### src/rtl/irq_pkg.sv
package irq_pkg;
   typedef enum logic {
      TRIG_EDGE  = 1'b0,
      TRIG_LEVEL = 1'b1
   } trig_mode_e;

   function automatic int unsigned idx_width(input int unsigned n);
      return (n < 2) ? 1 : $clog2(n);
   endfunction
endpackage

### src/rtl/irq_trig_cell.sv
module irq_trig_cell
   import irq_pkg::*;
(
   input  logic clk,
   input  logic rst_n,
   input  logic edge_i,
   input  logic line_i,
   input  logic mask_i,
   input  logic level_i,
   input  logic eoi_hit_i,
   input  logic take_i,
   output logic pend_o,
   output logic rirr_o
);
   logic pend_q, rirr_q;
   logic is_level, accept_edge, redeliver;

   assign is_level    = (trig_mode_e'(level_i) == TRIG_LEVEL);
   assign accept_edge = edge_i & ~mask_i & (~is_level | ~rirr_q);
   assign redeliver   = eoi_hit_i & is_level & ~mask_i & line_i;

   always_ff @(posedge clk) begin
      if (!rst_n) begin
         pend_q <= 1'b0;
         rirr_q <= 1'b0;
      end else begin
         pend_q <= (pend_q & ~take_i) | accept_edge | redeliver;
         rirr_q <= (rirr_q & ~eoi_hit_i) | redeliver | (accept_edge & is_level);
      end
   end

   assign pend_o = pend_q;
   assign rirr_o = rirr_q;

   assert_masked_edge_R2: assert property (@(posedge clk) disable iff (!rst_n)
      (edge_i && mask_i && !eoi_hit_i && !pend_q) |=> !pend_q);

   assert_edge_no_rirr_R3: assert property (@(posedge clk) disable iff (!rst_n)
      (!level_i && !rirr_q) |=> !rirr_q);

   assert_level_gate_R4: assert property (@(posedge clk) disable iff (!rst_n)
      (edge_i && level_i && rirr_q && !eoi_hit_i && !pend_q) |=> !pend_q);

   assert_level_sets_R4: assert property (@(posedge clk) disable iff (!rst_n)
      (edge_i && level_i && !mask_i) |=> rirr_q);

   assert_redeliver_R7: assert property (@(posedge clk) disable iff (!rst_n)
      (eoi_hit_i && level_i && !mask_i && line_i) |=> (rirr_q && pend_q));
endmodule

### src/rtl/irq_eoi_match.sv
module irq_eoi_match #(
   parameter int unsigned NPINS = 8,
   parameter int unsigned VEC_W = 8
) (
   input  logic                   clk,
   input  logic                   rst_n,
   input  logic [NPINS*VEC_W-1:0] vectors_i,
   input  logic                   eoi_valid_i,
   input  logic [VEC_W-1:0]       eoi_vector_i,
   output logic [NPINS-1:0]       hit_o
);
   logic [NPINS-1:0] eq;

   for (genvar g = 0; g < NPINS; g++) begin : g_cmp
      assign eq[g] = (vectors_i[g*VEC_W +: VEC_W] == eoi_vector_i);
   end

   always_comb begin
      logic found;
      found = 1'b0;
      hit_o = '0;
      for (int i = 0; i < NPINS; i++) begin
         if (eoi_valid_i && eq[i] && !found) begin
            hit_o[i] = 1'b1;
            found    = 1'b1;
         end
      end
   end

   assert_single_hit_R5: assert property (@(posedge clk) disable iff (!rst_n)
      $onehot0(hit_o));

   assert_hit_needs_eoi_R6: assert property (@(posedge clk) disable iff (!rst_n)
      !eoi_valid_i |-> (hit_o == '0));
endmodule

### src/rtl/irq_prio_arb.sv
module irq_prio_arb #(
   parameter int unsigned NPINS = 8,
   parameter int unsigned IDX_W = 3
) (
   input  logic             clk,
   input  logic             rst_n,
   input  logic [NPINS-1:0] req_i,
   output logic [NPINS-1:0] grant_o,
   output logic [IDX_W-1:0] idx_o
);
   assign grant_o = req_i & ~(req_i - 1'b1);

   always_comb begin
      idx_o = '0;
      for (int i = NPINS - 1; i >= 0; i--) begin
         if (req_i[i]) idx_o = IDX_W'(i);
      end
   end

   assert_grant_onehot_R8: assert property (@(posedge clk) disable iff (!rst_n)
      $onehot0(grant_o) && ((|req_i) == (|grant_o)));
endmodule

### src/rtl/irq_pin_tracker.sv
module irq_pin_tracker
   import irq_pkg::*;
#(
   parameter int unsigned NPINS = 8,
   parameter int unsigned VEC_W = 8,
   localparam int unsigned IDX_W = idx_width(NPINS)
) (
   input  logic                   clk,
   input  logic                   rst_n,
   input  logic [NPINS-1:0]       edge_evt,
   input  logic [NPINS-1:0]       line_lvl,
   input  logic [NPINS-1:0]       cfg_mask,
   input  logic [NPINS-1:0]       cfg_level,
   input  logic [NPINS*VEC_W-1:0] cfg_vector,
   input  logic                   eoi_valid,
   input  logic [VEC_W-1:0]       eoi_vector,
   input  logic                   dlv_ready,
   output logic                   dlv_valid,
   output logic [IDX_W-1:0]       dlv_pin,
   output logic [NPINS-1:0]       remote_irr
);
   if (NPINS < 2 || NPINS > 256) begin : g_bad_npins
      $error("irq_pin_tracker: NPINS out of range");
   end
   if (VEC_W < 1 || VEC_W > 32) begin : g_bad_vecw
      $error("irq_pin_tracker: VEC_W out of range");
   end

   logic [NPINS-1:0] pend, grant, hit, take;

   irq_eoi_match #(.NPINS(NPINS), .VEC_W(VEC_W)) u_match (
      .clk(clk), .rst_n(rst_n), .vectors_i(cfg_vector),
      .eoi_valid_i(eoi_valid), .eoi_vector_i(eoi_vector), .hit_o(hit)
   );

   irq_prio_arb #(.NPINS(NPINS), .IDX_W(IDX_W)) u_arb (
      .clk(clk), .rst_n(rst_n), .req_i(pend), .grant_o(grant), .idx_o(dlv_pin)
   );

   assign take = grant & {NPINS{dlv_ready}};

   for (genvar g = 0; g < NPINS; g++) begin : g_pin
      irq_trig_cell u_cell (
         .clk(clk), .rst_n(rst_n),
         .edge_i(edge_evt[g]), .line_i(line_lvl[g]),
         .mask_i(cfg_mask[g]), .level_i(cfg_level[g]),
         .eoi_hit_i(hit[g]), .take_i(take[g]),
         .pend_o(pend[g]), .rirr_o(remote_irr[g])
      );
   end

   assign dlv_valid = |pend;

   assert_hold_offer_R8: assert property (@(posedge clk) disable iff (!rst_n)
      (dlv_valid && !dlv_ready) |=> dlv_valid);

   assert_nomatch_R6: assert property (@(posedge clk) disable iff (!rst_n)
      (eoi_valid && hit == '0 && edge_evt == '0) |=> (remote_irr == $past(remote_irr)));

   assert_reset_idle_R1: assert property (@(posedge clk)
      !rst_n |=> (!dlv_valid && remote_irr == '0));
endmodule

### config.mk
export PLATFORM = sky130hd
export DESIGN_NAME = irq_pin_tracker
export DESIGN_NICKNAME = d
export VERILOG_FILES = /design/src/rtl/irq_pkg.sv /design/src/rtl/irq_trig_cell.sv /design/src/rtl/irq_eoi_match.sv /design/src/rtl/irq_prio_arb.sv /design/src/rtl/irq_pin_tracker.sv
export SDC_FILE = /design/constraint.sdc
export NUM_CORES = 1
export LEC_CHECK = 0
export BUFFER_PORTS_ARGS = -buffer_cell sky130_fd_sc_hd__buf_2
export CORE_MARGIN = 2
export CORE_UTILIZATION = 44
export CTS_CLUSTER_SIZE = 16
export DETAILED_ROUTE_END_ITERATION = 10
export HOLD_SLACK_MARGIN = 0.02
export PLACE_DENSITY_LB_ADDON = 0.2
export SLEW_MARGIN = 20
export SYNTH_ARGS = -nofsm -noshare
export SYNTH_HDL_FRONTEND = slang
export SYNTH_SLANG_ARGS = --single-unit
### constraint.sdc
create_clock -name clk -period 2.6 [get_ports clk]
set_input_delay 0.52 -clock clk [delete_from_list [all_inputs] [get_ports clk]]
set_output_delay 0.52 -clock clk [all_outputs]
set_load 0.02 [all_outputs]
# Yosys cells after proc, flatten, opt, wreduce, memory -nomap -nowiden
# Index checks and enable logic that the tools add are counted.
op_classes:
  addsub: 1
  multipliers: 0
  div: 0
  order_cmp: 0
  eq_ne: 8
  shifts: 0
  muxes: 22
  bitwise_logic: 147
  reduce_logical: 23
op_table:
  columns: ["op", "count"]
  rows:
  - ["AND 1 bit", 64]
  - ["equality test 8 bit", 8]
  - ["NOT 1 bit", 40]
  - ["OR 1 bit", 40]
  - ["2-to-1 mux 3 bit", 8]
  - ["AND 8 bit", 2]
  - ["logical AND 1 bit", 15]
  - ["2-to-1 mux 1 bit", 14]
  - ["NOT 8 bit", 1]
  - ["OR reduction 8 bit", 1]
  - ["subtractor 8 x 1 -> 8 bit, second input constant", 1]
  - ["logical NOT 1 bit", 7]
word_totals:
  register_bits: 16
  latchBits: 0
  ram_bits: 0
  rom_bits: 0
  memories: 0

# Depth between registers and ports, before layout
# Gate-level depths: netlist of run 1.
logic_depth:
  ltp_word: 29
  depth_mapped: 7
  ltp_nobuf: 6

# Cells and area by module
# A second synthesis of run 1 with hierarchy kept.
hier_totals:
  cells_unflattened: 243
  hier_area_um2: 1963.1
by_module_without_submodules:
  columns: ["module", "n_inst", "cells_each", "area_per_inst_um2"]
  rows:
  - ["irq_eoi_match", 1, 108, 912.1]
  - ["irq_trig_cell", 8, 13, 105.1]
  - ["irq_prio_arb", 1, 20, 143.9]
  - ["irq_pin_tracker", 1, 11, 66.3]

# Worst setup path after synthesis of run 1
# No wires, ideal clock.
synth_path:
  path_type: "input -> register"
  from: "input port eoi_vector[6]"
  to: "register g_pin[2].u_cell.pend_q"
  setup_ps: 120
  arrival_time_ps: 1837
  path_slack_ps: 643
  stages: 7
  n_path_buf: 1
  cell_sequence: "buf_6 > xnor2_1 > nand3_1 > nor3_4 > nor3b_1 > and4b_1 > o31a_1"
synth_between:
  elab_chain_len: 13
synth_rtl:
  columns: ["element", "line_no", "text"]
  rows:
  - ["from (decl)", "irq_pin_tracker.sv:16", "input logic [VEC_W-1:0] eoi_vector,"]
  - ["equality test 8 bit", "irq_eoi_match.sv:15", "assign eq[g] = (vectors_i[g*VEC_W +: VEC_W] == eoi_vector_i);"]
  - ["logical AND 1 bit", "irq_eoi_match.sv:23", "if (eoi_valid_i && eq[i] && !found) begin"]
  - ["2-to-1 mux 1 bit", "irq_eoi_match.sv:23", null]
  - ["logical NOT 1 bit", "irq_eoi_match.sv:23", null]
  - ["logical AND 1 bit", "irq_eoi_match.sv:23", null]
  - ["2-to-1 mux 1 bit", "irq_eoi_match.sv:23", null]
  - ["logical NOT 1 bit", "irq_eoi_match.sv:23", null]
  - ["logical AND 1 bit *", "irq_eoi_match.sv:23", null]
  - ["2-to-1 mux 1 bit *", "irq_eoi_match.sv:23", null]
  - ["AND 1 bit * (3 in a row)", "irq_trig_cell.sv:20", "assign redeliver = eoi_hit_i & is_level & ~mask_i & line_i;"]
  - ["OR 1 bit *", "irq_trig_cell.sv:27", "pend_q <= (pend_q & ~take_i) | accept_edge | redeliver;"]
  - ["to (signal assigned)", "irq_trig_cell.sv:27", null]
  - ["to (decl)", "irq_trig_cell.sv:15", "logic pend_q, rirr_q;"]
# Every way passes the cells marked *; elsewhere a longest branch is shown, timed or not.
# A chain may end at the register's enable or synchronous reset.

# Worst setup path after layout of run 1
layout_path:
  from: "input port eoi_vector[3]"
  to: "register g_pin[2].u_cell.pend_q"
# The elaborated chain is that of the path after synthesis.

==> results.sh, run 1 <==
export IMPL_status="finished clean"
export IMPL_grt_pass1_wl_um=8490
export IMPL_die_width_um=70.5
export IMPL_route_detailed_wl_per_inst_um=13.0
export IMPL_finalWorstSetupSlack_ps=581
export IMPL_viasPerCell=5.18
export IMPL_seq_area_frac_synth=0.165
export IMPL_fin_crit_ps=2020
export IMPL_synth_top_area_frac=0.288
export IMPL_cts_sinks=16
export IMPL_clk_insertion_delay_late_ps=250
export IMPL_r2r_end="g_pin[7].u_cell.pend_o$_SDFF_PN0_"
export IMPL_antenna_found_initial=0
export IMPL_ir_drop_mv=0.195
export IMPL_netlist_area_um2=1950
export IMPL_finalHoldViolCount=0
export IMPL_grt_max_degree=13
export IMPL_async_reset_ff_frac=0
export IMPL_yosys_register_bits=16
export IMPL_core_area_um2=4290
export IMPL_r2r_cells=4
export IMPL_wl_met3_um=410
export IMPL_wl_met1_um=2140
export IMPL_final_area_um2=2500
export IMPL_h_tree_depth=1
export IMPL_slew_headroom=0.676
export IMPL_hold_class="reg -> reg"
export IMPL_tns_ps=0
export IMPL_ctsResizeCount=0
export IMPL_initial_core_util=0.453
export IMPL_drt_iter0_markers=74
export IMPL_synth_area_leaders="xnor2_1, dfxtp_1, nand4_1"
export IMPL_clk_pin_slew_ps=60
export IMPL_worstPathArrival_ps=2150
export IMPL_drv_cap=0
export IMPL_ios=120
export IMPL_dp_hpwl_um=4650
export IMPL_final_net_count=464
export IMPL_required_ps=2740
export IMPL_min_to="g_pin[1].u_cell.rirr_o$_SDFF_PN0_"
export IMPL_min_from="g_pin[1].u_cell.rirr_o$_SDFF_PN0_"
export IMPL_drive_above_1_share=0.372
export IMPL_grt_total_usage=0.209
export IMPL_ys_warn_count=0
export IMPL_seq_area_um2=320
export IMPL_clock_root_buffer="clkbuf_8"
export IMPL_syn_num_nets=358
export IMPL_cp_start_kind="input pin"
export IMPL_p_per_area_nw_per_um2=336
export IMPL_yosysUniqueCellTypes=46
export IMPL_grt_pass1_vias=1962
export IMPL_design_die_area_um2=4970
export IMPL_critical_path_class="in -> reg"
export IMPL_grt_overflow=0
export IMPL_synth_edf_count=0
export IMPL_period_share=0.776
export IMPL_yosysTopAreaCell="xnor2_1"
export IMPL_rr_startpoint="g_pin[0].u_cell.pend_o$_SDFF_PN0_"
export IMPL_route_met2_wl_um=2730
export IMPL_cts_buffer_depth=2
export IMPL_rsz0062_at_grt="no"
export IMPL_cts_made_buffers=3
export IMPL_die_y_um=70.5
export IMPL_syn_area_per_cell_um2=7.79
export IMPL_antennaDiodeCount=0
export IMPL_multiInputGateArea_um2=1430
export IMPL_fillers=425
export IMPL_place_area_um2=2450
export IMPL_vias=2109
export IMPL_reg2reg_slack_ps=1370
export IMPL_setup_viol=0
export IMPL_skew_ps=2.94
export IMPL_critPathCaptureType="flop"
export IMPL_path_cells="buf_2 > xnor2_1 > nand4_1 > nor3_4 > nor3b_1 > and4b_1 > o31a_1"
export IMPL_routed_wirelength_um=5310
export IMPL_cpPeakStageDelay_ps=390
export IMPL_leakagePower_nw=1.05
export IMPL_area_delta_synth_final_pct=28.6
export IMPL_gp_congestion=0.887
export IMPL_fmax_ghz=0.495
export IMPL_post_cts_buffers=0
export IMPL_holdBufCountCts=0
export IMPL_cts_tree="built"
export IMPL_worstHoldPathCells=2
export IMPL_worstMarginPinSlew_ps=484
export IMPL_ant_nets=0
export IMPL_finalMaxSlewViolations=0
export IMPL_pre_cts_slack_ps=317
export IMPL_postSynthCellCount=250
export IMPL_rows=24
export IMPL_cp_slowest_cell="nor3_4"
export IMPL_drc=0
export IMPL_maxUsedRoutingLayer="met4"
export IMPL_first_pass_iters=4
export IMPL_port_buffers=119
export IMPL_synthFlopType="dfxtp_1"
export IMPL_crit_path_max_fanout=9
cell usage in the layout (no fill, tap or decap), drive strengths merged, types with 2 or more instances in the layout:
cell type / netlist / routed
nand2b: 5 / 5
nand4b: 4 / 4
nand3b: 3 / 3
nor2b: 3 / 3
nor3b: 3 / 3
nor4: 2 / 2
and3: 2 / 2
a21boi: 2 / 2
a21oi: 11 / 11
clkbuf: 1 / 4
o31a: 3 / 3
xnor2: 64 / 64
nor2: 9 / 9
nand2: 23 / 23
nor4b: 2 / 2
nand4: 15 / 15
o21ai: 8 / 8
buf: 17 / 119
a31oi: 6 / 6
dfxtp: 16 / 16
nand3: 16 / 16
inv: 10 / 10
nor3: 8 / 8
or3: 5 / 5
layout make-up:
class	count	area share
multi-input combinational	206	0.571
timing repair buffer	119	0.238
sequential	16	0.128
tap	52	0.0260
clock buffer	4	0.0220
inverter	10	0.0150
power breakdown:
group          internal, mW  leakage, nW  switching (mW)  total, mW
sequential            0.261        0.132          0.0134      0.274
clock                 0.134       0.0288          0.0814      0.216
combinational         0.175        0.892           0.178      0.352
total                 0.570         1.05           0.272      0.842
through the flow:
step           power (mW)  instances  hold WS (ps)  utilization
2_1_floorplan       0.513        250           450            -
3_3_place_gp        0.631        403           464        0.570
3_5_place_dp        0.634        403           468        0.570
4_1_cts             0.850        407           477        0.583
5_1_grt             0.895        407           494        0.583
6_report            0.842        407           477        0.583
how the worst max path moves through the flow:
stage | startpoint | endpoint | slack [ps]
after floorplan | eoi_vector[6] | g_pin[2].u_cell.pend_o$_SDFF_PN0_ | 640
after global placement | eoi_vector[2] | g_pin[2].u_cell.pend_o$_SDFF_PN0_ | 410
after detailed placement | eoi_vector[2] | g_pin[2].u_cell.pend_o$_SDFF_PN0_ | 320
after CTS | eoi_vector[2] | g_pin[2].u_cell.pend_o$_SDFF_PN0_ | 580
after global routing | eoi_vector[5] | g_pin[2].u_cell.pend_o$_SDFF_PN0_ | 450
final | eoi_vector[3] | g_pin[2].u_cell.pend_o$_SDFF_PN0_ | 580
Yosys cell counts (2+ instances only):
cell type  count
inv_1         10
nor3b_1        3
o21ai_1        2
nor2_1         9
o31a_1         3
dfxtp_1       16
xnor2_1       64
buf_6          8
nand4b_1       4
or3_1          4
a31oi_1        6
nor3_2         3
nand2b_1       5
o21ai_0        6
nor3_1         4
nor2b_1        3
nand3_1       16
nand3b_1       3
nand4_1       15
a21oi_1       11
nand2_1       23
buf_4          8
sequential cells by signal, indices dropped and copies added (netlist names):
register,flops
g_pin.u_cell.pend_o,8
g_pin.u_cell.rirr_o,8
per-layer routing:
| metal | global-route usage | vias to the layer above |
|---|---|---|
| met5 | 0 | - |
| met1 | 0.243 | 927 |
| met4 | 0.0449 | 0 |
| met3 | 0.0332 | 4 |
| met2 | 0.397 | 93 |
| li1 | - | 1085 |
cell families after synthesis:
| kind of cell | share of synthesized area |
|---|---|
| DFF | 0.165 |
| xor gates and xnor gates | 0.288 |
| and+or+nand+nor | 0.325 |
| buffers and inverters | 0.101 |
| AOI/OAI and AO/OA | 0.122 |
critical path, delay by kind of cell:
kind | cells | cell delay [ps]
buffers and inverters | 1 | 230
AO/OA/AOI/OAI | 1 | 300
AND/OR/NAND/NOR | 4 | 940
XOR/XNOR | 1 | 160
Note: power is estimated with default switching activity, not from simulation.
==> run 2, diff against run 1 <==
- clock period: 2.6 -> 1.9 ns (I/O delays scaled with it)
==> results.sh, run 2 (synthesized netlist as in run 1, its figures left out) <==
export IMPL_critical_path_class="in -> reg"
export IMPL_worstMarginPinSlew_ps=392
export IMPL_design_die_area_um2=4970
export IMPL_critPathCaptureType="flop"
export IMPL_clk_insertion_delay_late_ps=240
export IMPL_drive_above_1_share=0.405
export IMPL_route_detailed_wl_per_inst_um=12.6
export IMPL_p_per_area_nw_per_um2=425
export IMPL_grt_pass1_vias=2141
export IMPL_status="finished clean"
export IMPL_clock_root_buffer="clkbuf_8"
export IMPL_dp_hpwl_um=4790
export IMPL_viasPerCell=5.11
export IMPL_final_common_cell="buf_2"
export IMPL_h_tree_depth=1
export IMPL_drv_cap=0
export IMPL_gp_congestion=0.816
export IMPL_area_delta_synth_final_pct=36.5
export IMPL_cts_tree="built"
export IMPL_grt_overflow=0
export IMPL_die_y_um=70.5
export IMPL_grt_pass1_wl_um=9040
export IMPL_tns_ps=0
export IMPL_crit_path_max_fanout=8
export IMPL_fmax_ghz=0.560
export IMPL_die_width_um=70.5
export IMPL_rows=24
export IMPL_rsz0062_at_grt="yes"
export IMPL_cts_sinks=16
export IMPL_cts_buffer_depth=2
export IMPL_grt_total_usage=0.220
export IMPL_slew_headroom=0.738
export IMPL_core_area_um2=4290
export IMPL_worstPathArrival_ps=1920
export IMPL_ir_drop_mv=0.214
export IMPL_routed_wirelength_um=5350
export IMPL_drt_iter0_markers=85
export IMPL_required_ps=2040
export IMPL_final_cell_mix="buf_2, xnor2_1, nand2_1"
export IMPL_layoutNonFillerInstCount=425
export IMPL_grt_max_degree=13
export IMPL_cts_made_buffers=3
export IMPL_ios=120
export IMPL_fin_crit_ps=1780
export IMPL_drc=0
export IMPL_skew_ps=3.36
export IMPL_period_share=0.939
export IMPL_finalHoldViolCount=0
export IMPL_clk_pin_slew_ps=60
export IMPL_antennaDiodeCount=0
export IMPL_leakagePower_nw=1.17
export IMPL_holdBufCountCts=0
export IMPL_ant_nets=0
export IMPL_final_net_count=483
export IMPL_initial_core_util=0.453
export IMPL_setup_viol=0
export IMPL_antenna_found_initial=0
export IMPL_cp_start_kind="input pin"
export IMPL_port_buffers=119
export IMPL_placedCellCount=422
export IMPL_first_pass_iters=4
export IMPL_hold_class="in -> reg"
export IMPL_vias=2171
export IMPL_finalMaxSlewViolations=0
-- run 2: cell count changes in the layout (fill, tap and decap cells not counted) --
cell      previous run  this run
buf_4                0        19
nor3_2               3         0
nor3_4               1         4
clkbuf_8             4         3
nor4b_1              1         0
nor4b_2              1         2
-- run 2: repair_timing --
action / 4_1_cts / 5_1_grt
endpoints found under the setup margin: 0 / 4
setup buffers: 0 / 0
resized for setup: 0 / 4
-- run 2: path summary, 6_finish.rpt --
kind	cells past startpoint	end	startpoint	slack [ps]
max reg2reg	4	g_pin[5].u_cell.pend_o$_SDFF_PN0_	g_pin[0].u_cell.pend_o$_SDFF_PN0_	650
max	8	g_pin[2].u_cell.pend_o$_SDFF_PN0_	eoi_vector[1]	120
min	3	g_pin[5].u_cell.rirr_o$_SDFF_PN0_	cfg_level[5]	410
min reg2reg	2	g_pin[1].u_cell.rirr_o$_SDFF_PN0_	g_pin[1].u_cell.rirr_o$_SDFF_PN0_	470
-- run 2: per-stage QoR --
step / setup slack, ps / hold slack, ps / util / area (µm²) / total power [mW]
4_1_cts: 77.9 / 399 / 0.613 / 2630 / 1.14
3_3_place_gp: -137 / 463 / 0.603 / 2590 / 0.884
3_5_place_dp: -188 / 462 / 0.603 / 2590 / 0.891
2_1_floorplan: 83.2 / 450 / - / 1950 / 0.701
6_report: 115 / 405 / 0.619 / 2660 / 1.13
5_1_grt: -46.3 / 417 / 0.619 / 2660 / 1.21
-- run 2: critical path, cell delays in order --
cell,delay (ps)
buf_2,180
buf_4,160
xnor2_1,160
nand4_1,140
nor3_4,270
nor3b_1,110
and4b_1,230
o31a_1,290
-- run 2: final cells by class --
type                       instances  area [µm²]
inverter                          10        37.5
timing repair buffer             138         738
multi-input combinational        206        1460
sequential                        16         320
tap                               52        65.1
clock buffer                       3        41.3
fill                             406        1640
-- run 2: report_power, final --
part	switching, mW	total, mW	internal [mW]
combinational	0.253	0.511	0.258
sequential	0.0173	0.374	0.357
clock	0.104	0.245	0.140
-- run 2: metal layers --
layer / GRT usage / up-vias / wire length (µm)
li1: - / 1122 / -
met1: 0.252 / 961 / 2220
met2: 0.409 / 80 / 2670
met3: 0.0375 / 8 / 366
met4: 0.0748 / 0 / 95
met5: 0 / - / 0
==> run 3, diff against run 2 <==
- HOLD_SLACK_MARGIN: 0.02 -> 0.15
- MAX_ROUTING_LAYER: default -> met4
- SYNTH_HIERARCHICAL: default -> 1
==> results.sh, run 3 <==
export IMPL_yosysTopAreaCell="xor2_1"
export IMPL_crit_path_max_fanout=7
export IMPL_initial_core_util=0.454
export IMPL_antennaDiodeCount=0
export IMPL_postSynthCellCount=243
export IMPL_worstHoldPathCells=4
export IMPL_vias=2100
export IMPL_final_net_count=482
export IMPL_seq_area_frac_synth=0.163
export IMPL_design_die_area_um2=5010
export IMPL_cts_buffer_depth=2
export IMPL_ios=120
export IMPL_critPathCaptureType="flop"
export IMPL_port_buffers=119
export IMPL_grt_pass1_wl_um=8530
export IMPL_antenna_found_initial=0
export IMPL_h_tree_depth=1
export IMPL_viasPerCell=4.95
export IMPL_syn_num_nets=351
export IMPL_synth_area_leaders="xor2_1, dfxtp_1, xnor2_1"
export IMPL_die_width_um=70.8
export IMPL_grt_pass1_vias=2045
export IMPL_routed_wirelength_um=5310
export IMPL_synth_top_area_frac=0.165
export IMPL_route_detailed_wl_per_inst_um=12.5
export IMPL_clk_insertion_delay_late_ps=250
export IMPL_first_pass_iters=4
export IMPL_required_ps=2100
export IMPL_netlist_area_um2=1960
export IMPL_grt_overflow=0
export IMPL_reg2reg_slack_ps=400
export IMPL_min_from="line_lvl[1]"
export IMPL_leakagePower_nw=1.39
export IMPL_clock_root_buffer="clkbuf_8"
export IMPL_fmax_ghz=0.522
export IMPL_dp_hpwl_um=4410
export IMPL_crit_family="simple AND/OR/NAND/NOR gates"
export IMPL_grt_max_degree=17
export IMPL_cts_made_buffers=3
export IMPL_drive_above_1_share=0.441
export IMPL_r2r_end="g_pin[6].u_cell/pend_o$_SDFF_PN0_"
export IMPL_worstPathArrival_ps=2110
export IMPL_setup_viol=2
export IMPL_skew_ps=1.89
export IMPL_ir_drop_mv=0.399
export IMPL_final_core_util=0.658
export IMPL_period_share=1.01
export IMPL_syn_area_per_cell_um2=8.08
export IMPL_async_reset_ff_frac=0
export IMPL_synthFlopType="dfxtp_1"
export IMPL_die_y_um=70.8
export IMPL_fin_crit_ps=1910
export IMPL_finalMaxSlewViolations=0
export IMPL_path_cells="clkbuf_4 > buf_4 > xnor2_2 > nand4_1 > nor4_2 > and3_1 > buf_4 > nor4_1 > nand2_1 > a21oi_1 > o21a_1"
export IMPL_area_delta_synth_final_pct=44.9
export IMPL_yosysUniqueCellTypes=36
export IMPL_finalHoldViolCount=0
export IMPL_final_common_cell="buf_2"
export IMPL_cts_tree="built"
export IMPL_worstMarginPinSlew_ps=407
export IMPL_synth_edf_count=0
export IMPL_ant_nets=0
export IMPL_cp_slowest_cell="nor4_1"
export IMPL_grt_total_usage=0.216
export IMPL_r2r_cells=5
export IMPL_rsz0062_at_grt="yes"
export IMPL_yosys_register_bits=16
export IMPL_hold_class="in -> reg"
export IMPL_status="finished, violations left"
export IMPL_critical_path_class="in -> reg"
export IMPL_path_buf_inv=3
export IMPL_cpPeakStageDelay_ps=370
export IMPL_finalWorstSetupSlack_ps=-14.1
export IMPL_synth_common_cells="xor2_1, xnor2_1, nor2b_1"
export IMPL_yosysMostFrequentCell="xor2_1"
export IMPL_p_per_area_nw_per_um2=403
export IMPL_ys_warn_count=6
export IMPL_gp_congestion=0.935
export IMPL_slew_headroom=0.726
export IMPL_cp_common_cell="buf_4"
export IMPL_cp_start_kind="input pin"
export IMPL_layoutNonFillerInstCount=424
export IMPL_core_area_um2=4320
export IMPL_drc=0
export IMPL_cts_sinks=16
export IMPL_drt_iter0_markers=72
export IMPL_violations="negative setup slack"
export IMPL_final_cell_mix="buf_2, xor2_1, xnor2_1"
export IMPL_rows=24
export IMPL_drv_cap=0
export IMPL_clk_pin_slew_ps=60
export IMPL_rr_startpoint="g_pin[1].u_cell/pend_o$_SDFF_PN0_"
export IMPL_min_to="g_pin[1].u_cell/pend_o$_SDFF_PN0_"
export IMPL_tns_ps=-14.6
export IMPL_placedCellCount=420
## run 3: cell types whose count changed after synthesis, moves of 8 or more
cell      previous run  this run
xor2_1               0        37
nor2b_1              3        19
xnor2_1             64        27
nor4_1               1         9
nand3_1             16         2
and2_1               0         8
a211oi_1             1         9
nand2_1             23        10
nand2b_1             5        16
nand4_1             15         7
o21a_1               0         8
## run 3: report_power, final
part | internal, mW | total [mW] | switching (mW)
clock | 0.141 | 0.254 | 0.113
combinational | 0.270 | 0.507 | 0.237
sequential | 0.357 | 0.385 | 0.0281
## run 3: worst register-to-register path, delay by kind of cell, from the launching register on
family | cells | cell delay [ps]
DFF | 1 | 380
AOI/OAI and AO/OA | 1 | 280
and+or+nand+nor | 4 | 720
## run 3: final cells by class
class / count / area, µm²
multi-input combinational: 209 / 1610
fill: 398 / 1480
timing repair buffer: 136 / 774
sequential: 16 / 320
tap: 52 / 65.1
clock buffer: 3 / 41.3
inverter: 8 / 30.0
## run 3: per-layer routing
layer | global-route usage | part of all wire | vias up
met5 | - | 0 | -
met4 | 0.0692 | 0.021 | 0
met3 | 0.0484 | 0.066 | 12
met2 | 0.357 | 0.48 | 70
met1 | 0.260 | 0.44 | 921
li1 | - | - | 1097
## run 3: logic make-up after synthesis
group / synth area share
AND/OR/NAND/NOR: 0.350
buffers and inverters: 0.0656
flip-flops: 0.163
XOR/XNOR: 0.286
AO/OA/AOI/OAI: 0.136
## run 3: how the worst max path moves through the flow
stage | start | end | depth (start not counted)
after floorplan | eoi_vector[7] | g_pin[6].u_cell/pend_o$_SDFF_PN0_ | 9
after global placement | eoi_vector[6] | g_pin[7].u_cell/rirr_o$_SDFF_PN0_ | 11
after detailed placement | eoi_vector[2] | g_pin[7].u_cell/rirr_o$_SDFF_PN0_ | 11
after CTS | eoi_vector[2] | g_pin[7].u_cell/rirr_o$_SDFF_PN0_ | 11
after global routing | eoi_vector[6] | g_pin[7].u_cell/rirr_o$_SDFF_PN0_ | 11
final | eoi_vector[3] | g_pin[6].u_cell/rirr_o$_SDFF_PN0_ | 11
## run 3: what timing repair did
item,in CTS,in global routing
resized for setup,0,34
endpoints found under the hold margin,0,0
setup buffers,0,3
setup endpoints to repair,0,10
hold buffers,0,0
## run 3: stage by stage
stage / power (mW) / setup slack, ps / hold slack [ps] / area (µm²)
floorplan: 0.675 / 117 / 498 / 1960
global placement: 0.861 / -202 / 600 / 2660
detailed placement: 0.867 / -256 / 605 / 2660
CTS: 1.13 / 12.7 / 476 / 2700
global route: 1.22 / -100 / 523 / 2850
finish: 1.15 / -14.1 / 484 / 2850
